===== config.mk =====
export PLATFORM = sky130hd
export DESIGN_NAME = ptw_walker
export DESIGN_NICKNAME = d
export VERILOG_FILES = /design/src/rtl/ptw_pkg.sv /design/src/rtl/ptw_addr_gen.sv /design/src/rtl/ptw_entry_eval.sv /design/src/rtl/ptw_walker.sv
export SDC_FILE = /design/constraint.sdc
export NUM_CORES = 1
export LEC_CHECK = 0
export ABC_AREA = 1
export CAP_MARGIN = 30
export CELL_PAD_IN_SITES_DETAIL_PLACEMENT = 0
export CELL_PAD_IN_SITES_GLOBAL_PLACEMENT = 1
export CORE_MARGIN = 2
export CORE_UTILIZATION = 28
export CTS_CLUSTER_DIAMETER = 40
export CTS_CLUSTER_SIZE = 24
export DETAILED_ROUTE_END_ITERATION = 7
export GPL_ROUTABILITY_DRIVEN = 0
export PLACE_DENSITY = 0.7
export SYNTH_ARGS = -nofsm -noshare
export SYNTH_HDL_FRONTEND = slang
export SYNTH_SLANG_ARGS = --single-unit
export TNS_END_PERCENT = 100

===== constraint.sdc =====
create_clock -name clk -period 2.7 [get_ports clk]
set_input_delay 0.54 -clock clk [delete_from_list [all_inputs] [get_ports clk]]
set_output_delay 0.54 -clock clk [all_outputs]
set_load 0.005 [all_outputs]

===== src/rtl/ptw_pkg.sv =====
// Shared types for the page table walker.
// Assumes the fault encoding below is visible to consumers as a 2-bit code.
package ptw_pkg;

    typedef enum logic [1:0] {
        FLT_NONE       = 2'd0,
        FLT_DIR_ABSENT = 2'd1,
        FLT_TBL_ABSENT = 2'd2,
        FLT_READ_ONLY  = 2'd3
    } fault_e;

    typedef enum logic [2:0] {
        ST_IDLE,
        ST_DIR_REQ,
        ST_DIR_WAIT,
        ST_TBL_REQ,
        ST_TBL_WAIT,
        ST_DONE
    } walk_state_e;

    // Control-bit positions inside an entry's low byte.
    localparam int BIT_PRESENT  = 0;
    localparam int BIT_WRITABLE = 1;

endpackage


===== src/rtl/ptw_addr_gen.sv =====
// Forms the byte address of a table entry from a table frame and an index.
// Assumes entries are 2**GRAN_W bytes and tables are frame aligned.
module ptw_addr_gen #(
    parameter int FRAME_W = 24,
    parameter int IDX_W   = 12,
    parameter int GRAN_W  = 2
) (
    input  logic [FRAME_W-1:0]              frame,
    input  logic [IDX_W-1:0]                index,
    output logic [FRAME_W+IDX_W+GRAN_W-1:0] addr
);

    // Concatenate frame, index and the zero byte-in-entry bits.
    assign addr = {frame, index, {GRAN_W{1'b0}}};

endmodule


===== src/rtl/ptw_entry_eval.sv =====
// Decodes a fetched entry into frame, control byte and a fault code.
// Assumes leaf=1 for a page-table entry and leaf=0 for a directory entry;
// the write permission is judged only at the leaf level.
module ptw_entry_eval
    import ptw_pkg::*;
#(
    parameter int FRAME_W = 24,
    parameter int CTRL_W  = 8
) (
    input  logic [FRAME_W+CTRL_W-1:0] entry,
    input  logic                      leaf,
    input  logic                      write,
    output fault_e                    fault,
    output logic [FRAME_W-1:0]        frame,
    output logic [CTRL_W-1:0]         ctrl
);

    logic present;
    logic writable;

    assign frame    = entry[FRAME_W+CTRL_W-1:CTRL_W];
    assign ctrl     = entry[CTRL_W-1:0];
    assign present  = entry[BIT_PRESENT];
    assign writable = entry[BIT_WRITABLE];

    // Classify the entry: absent at either level, or a blocked write.
    always_comb begin
        if (!present)
            fault = leaf ? FLT_TBL_ABSENT : FLT_DIR_ABSENT;
        else if (leaf && write && !writable)
            fault = FLT_READ_ONLY;
        else
            fault = FLT_NONE;
    end

endmodule


===== src/rtl/ptw_walker.sv =====
// Two-level page table walker.
// Accepts one translation at a time, reads the directory entry, then
// (if present) the table entry, and holds the result until taken.
// Assumes DIR_W <= TBL_W and that a table fills one page, i.e.
// OFF_W - TBL_W is the log2 of the entry size in bytes.
// Assumes each memory response arrives at least one cycle after its request.
module ptw_walker
    import ptw_pkg::*;
#(
    parameter  int DIR_W   = 12,
    parameter  int TBL_W   = 12,
    parameter  int OFF_W   = 14,
    parameter  int FRAME_W = 24,
    parameter  int CTRL_W  = 8,
    localparam int VA_W    = DIR_W + TBL_W + OFF_W,
    localparam int PA_W    = FRAME_W + OFF_W,
    localparam int ENTRY_W = FRAME_W + CTRL_W
) (
    input  logic               clk,
    input  logic               rst_n,
    input  logic [FRAME_W-1:0] dir_base_frame,
    input  logic               req_valid,
    output logic               req_ready,
    input  logic [VA_W-1:0]    req_vaddr,
    input  logic               req_write,
    output logic               rsp_valid,
    input  logic               rsp_ready,
    output logic [PA_W-1:0]    rsp_paddr,
    output logic [1:0]         rsp_fault,
    output logic [CTRL_W-1:0]  rsp_ctrl,
    output logic               mem_req_valid,
    input  logic               mem_req_ready,
    output logic [PA_W-1:0]    mem_req_addr,
    input  logic               mem_rsp_valid,
    input  logic [ENTRY_W-1:0] mem_rsp_data
);

    localparam int GRAN_W = OFF_W - TBL_W;

    walk_state_e        state_q;
    logic [VA_W-1:0]    vaddr_q;
    logic               write_q;
    logic [FRAME_W-1:0] base_q;
    logic [FRAME_W-1:0] pde_frame_q;
    logic [PA_W-1:0]    paddr_q;
    fault_e             fault_q;
    logic [CTRL_W-1:0]  ctrl_q;

    logic               dir_phase;
    logic [FRAME_W-1:0] frame_sel;
    logic [TBL_W-1:0]   index_sel;
    fault_e             ev_fault;
    logic [FRAME_W-1:0] ev_frame;
    logic [CTRL_W-1:0]  ev_ctrl;

    // Pick the table frame and index for the level being read.
    assign dir_phase = (state_q == ST_DIR_REQ) || (state_q == ST_DIR_WAIT);
    assign frame_sel = dir_phase ? base_q : pde_frame_q;
    assign index_sel = dir_phase ? TBL_W'(vaddr_q[VA_W-1 -: DIR_W])
                                 : vaddr_q[OFF_W +: TBL_W];

    ptw_addr_gen #(
        .FRAME_W (FRAME_W),
        .IDX_W   (TBL_W),
        .GRAN_W  (GRAN_W)
    ) u_addr_gen (
        .frame (frame_sel),
        .index (index_sel),
        .addr  (mem_req_addr)
    );

    ptw_entry_eval #(
        .FRAME_W (FRAME_W),
        .CTRL_W  (CTRL_W)
    ) u_entry_eval (
        .entry (mem_rsp_data),
        .leaf  (state_q == ST_TBL_WAIT),
        .write (write_q),
        .fault (ev_fault),
        .frame (ev_frame),
        .ctrl  (ev_ctrl)
    );

    assign req_ready     = (state_q == ST_IDLE);
    assign mem_req_valid = (state_q == ST_DIR_REQ) || (state_q == ST_TBL_REQ);
    assign rsp_valid     = (state_q == ST_DONE);
    assign rsp_paddr     = paddr_q;
    assign rsp_fault     = fault_q;
    assign rsp_ctrl      = ctrl_q;

    // Sequence the walk through its request, wait and result phases.
    always_ff @(posedge clk) begin
        if (!rst_n) begin
            state_q <= ST_IDLE;
        end else begin
            case (state_q)
                ST_IDLE:     if (req_valid) state_q <= ST_DIR_REQ;
                ST_DIR_REQ:  if (mem_req_ready) state_q <= ST_DIR_WAIT;
                ST_DIR_WAIT: if (mem_rsp_valid)
                                 state_q <= (ev_fault == FLT_NONE) ? ST_TBL_REQ : ST_DONE;
                ST_TBL_REQ:  if (mem_req_ready) state_q <= ST_TBL_WAIT;
                ST_TBL_WAIT: if (mem_rsp_valid) state_q <= ST_DONE;
                ST_DONE:     if (rsp_ready) state_q <= ST_IDLE;
                default:     state_q <= ST_IDLE;
            endcase
        end
    end

    // Capture the request, the directory frame and the final result.
    always_ff @(posedge clk) begin
        if (!rst_n) begin
            vaddr_q     <= '0;
            write_q     <= 1'b0;
            base_q      <= '0;
            pde_frame_q <= '0;
            paddr_q     <= '0;
            fault_q     <= FLT_NONE;
            ctrl_q      <= '0;
        end else begin
            if (state_q == ST_IDLE && req_valid) begin
                vaddr_q <= req_vaddr;
                write_q <= req_write;
                base_q  <= dir_base_frame;
            end
            if (state_q == ST_DIR_WAIT && mem_rsp_valid) begin
                pde_frame_q <= ev_frame;
                if (ev_fault != FLT_NONE) begin
                    paddr_q <= '0;
                    fault_q <= ev_fault;
                    ctrl_q  <= ev_ctrl;
                end
            end
            if (state_q == ST_TBL_WAIT && mem_rsp_valid) begin
                paddr_q <= (ev_fault == FLT_NONE) ? {ev_frame, vaddr_q[OFF_W-1:0]} : '0;
                fault_q <= ev_fault;
                ctrl_q  <= ev_ctrl;
            end
        end
    end

endmodule


==> impl_metrics.csv <==
group,metric,value,unit
detailed_routing,drt-total-wl,17550,um
power_and_ir_drop,intPower,5.331,mW
final_layout,drive_above_1_share,7.667,%
cts,cts_made_buffers,17,
floorplanning,io_pins,190,
worst_setup_path,required,2.16,ns
final_layout,antenna_cells,0,
floorplanning,fp.dieH,143.4,um
sta,rsz0062_at_grt,"true",
detailed_routing,vias,5330,
worst_setup_path,cp.arrival,2.08,ns
global_route,grt_pass1_vias,5097,
min_path,hold_class,"reg -> reg",
synth,avgSynthCellArea,7.377,sq um
power_and_ir_drop,pwr-share-clk,30.8,%
synth,synthDominantCellAreaShare,50.75,%
final_layout,multi_input_area,0.002271,sq mm
min_path,min_path_cells,2,
synth,seq_area_frac_synth,50.75,%
cts,insertion_delay,0.42,ns
sta,report.final.hold_viol_count,0,
final_layout,layout_common_cells,"clkdlybuf4s50_1 (183), dfxtp_1 (137), nand2_1 (136), a21oi_1 (130), nor2_1 (92)",
cts,clk_pin_slew,0.06,ns
sta,finalSetupViolations,0,
global_route,grt_overflow_total,0,
synth,netlist_instances,738,
power_and_ir_drop,peakVddDrop,0.4153,mV
power_and_ir_drop,seq_power_share,31.6,%
worst_setup_path,critPathMaxStageDelay,0.53,ns
detailed_routing,via_per_inst,4.494,
sta,fmax,381.8,MHz
floorplanning,dieArea,0.02057,sq mm
final_layout,fill_cells,1976,
final_layout,fin_nets,1015,
sta,maxSlewHeadroom,46.38,%
synth,ys_seq_elements,138,
place,port_buffers,187,
final_layout,regArea,0.002766,sq mm
worst_setup_path,cp-start-kind,"register",
global_route,grt_pass1_wl,27260,um
detailed_routing,drt_iter0_markers,297,
cts,clk_path_buf_depth,2,
worst_setup_path,reg2regPathDepth,6,
cts,postCtsSetupBuffers,0,
worst_setup_path,end_kind,"output port",
worst_setup_path,path_cells,"inv_2 > nor2_4 > nand2_1 > nand2_8 > buf_16 > o21ai_0 > clkdlybuf4s50_1",
synth,synthTopCellsByArea,"dfxtp_1 (51%), a21oi_1 (12%), nand2_1 (9.6%), o21ai_0 (7.6%), nor2_1 (6.3%)",
final_layout,layout.cells.non_filler,1186,
detailed_routing,ant_nets,0,
sta,maxSlewViolCount,0,
cts,h-tree-depth,4,
worst_setup_path,crit_slowest_cell,"clkdlybuf4s50_1",
synth,yosysTopAreaCell,"dfxtp_1",
sta,worstMarginPinSlew,0.8043,ns
power_and_ir_drop,power_frac_comb,37.6,%
final_layout,syn2layout_area_growth,52.29,%
power_and_ir_drop,swShare,31.61,%
place,dpl.cell_count,1152,
worst_setup_path,critical_path_class,"reg -> out",
cts,cts_tree,"yes",
global_route,grt_antenna_before_repair,1,
sta,fin_skew,0.008558,ns
power_and_ir_drop,p_switching,2.463,mW
cts,root_buffer,"clkbuf_16",
cts,cts_hold_buf,0,
synth,synthesis.area,0.005444,sq mm
power_and_ir_drop,p_leak,3.078,nW
cts,clock_sinks,138,
detailed_routing,firstDrtPassIters,4,
detailed_routing,drc,0,
floorplanning,initial_core_util,28.81,%
final_layout,layout_commonest_cell,"clkdlybuf4s50_1",
sta,period_share,96.99,%
floorplanning,num_rows,50,
sta,period_needed,2.619,ns
run,drv_cap,0,
floorplanning,die_w,143.4,um
global_route,grt_max_degree,70,
place,hpwl,11300,um
floorplanning,core,0.01889,sq mm
worst_setup_path,crit_fanout,36,
detailed_routing,wl_per_cell,14.80,um
global_route,grt_usage,17.12,%
final_layout,final_core_util,43.88,%
synth,synthDistinctLibCells,23,
synth,yosysWarnings,0,
power_and_ir_drop,powerDensity,940.1,mW/mm^2
status,run_status,"completed",
## synth_stat cells, drive strengths merged
cell type,number
a21oi,132
buf,28
clkbuf,26
clkinv,2
conb,1
dfxtp,138
inv,50
nand2,143
nand3,36
nand4,3
nor2,95
nor3,1
o21ai,83
## per-stage QoR
step                      power (mW)  hold WS, ns  setup WS, ns  TNS, ns  instance area, sq um
after detailed placement       5.165       0.4424        0.3703        0                  7567
after global routing           8.306       0.4590      -0.05842  -0.4368                  8290
final                          7.794       0.4440       0.08117        0                  8290
after CTS                      7.886       0.4502       0.01042        0                  8268
after global placement         5.164       0.4377        0.3669        0                  7567
after floorplan                3.860       0.4245        0.9003        0                  5448
## routing by layer
metal | share of wire, % | GRT usage, %
met5 | 0.046 | 0
met4 | 0.92 | 4.180
met3 | 8.5 | 6.365
met2 | 44 | 26.29
met1 | 47 | 22.82
## power by group through the flow
stage          Clock [mW]  Sequential (mW)  Combinational (mW)
6_report             2.40             2.47                2.93
3_3_place_gp            0             2.51                2.66
5_1_grt              2.56             2.49                3.25
4_1_cts              2.47             2.46                2.95
2_1_floorplan           0             2.49                1.37
3_5_place_dp            0             2.50                2.66
## path summary, 6_finish.rpt
path          startpoint              end  slack, ns
max           state_q[1]  mem_req_addr[3]       0.08
min          vaddr_q[21]      vaddr_q[21]       0.44
max reg2reg   state_q[2]       base_q[13]       0.93
min reg2reg  vaddr_q[21]      vaddr_q[21]       0.44
## cell families after synthesis
| family | after synthesis | share of synthesized area (%) |
|---|---|---|
| AO/OA/AOI/OAI | 215 | 19.83 |
| buffers and inverters | 106 | 8.595 |
| flip-flops | 138 | 50.75 |
| other | 1 | 0.06888 |
| AND/OR/NAND/NOR | 278 | 20.75 |
## critical path, delay by kind of cell (launching register included)
family,cells,cell delay [ns]
AND/OR/NAND/NOR,3,0.32
flip-flops,1,0.31
buffers and inverters,3,0.84
AO/OA/AOI/OAI,1,0.18
## cell type report
class                   count  share of cell area (%)
well taps                 260                   3.924
inverters                  52                   2.369
multi-input cells         495                   27.39
clock inverters             6                   1.343
clock buffers              25                   5.976
repair buffers            210                   25.63
flip-flops and latches    138                   33.37
## flip-flops by register name (all words and copies together) (netlist names)
signal / flops
base_q: 24
pde_frame_q: 24
rsp_ctrl: 8
rsp_fault: 2
rsp_paddr: 38
state_q: 3
vaddr_q: 38
write_q: 1
## timing repair
action                                  CTS  global route
endpoints found under the setup margin   32            34
pin swaps                                 1             1
gates cloned                              3             0
resized for setup                        10            11
No activity file was read; power rests on OpenSTA's default activity.
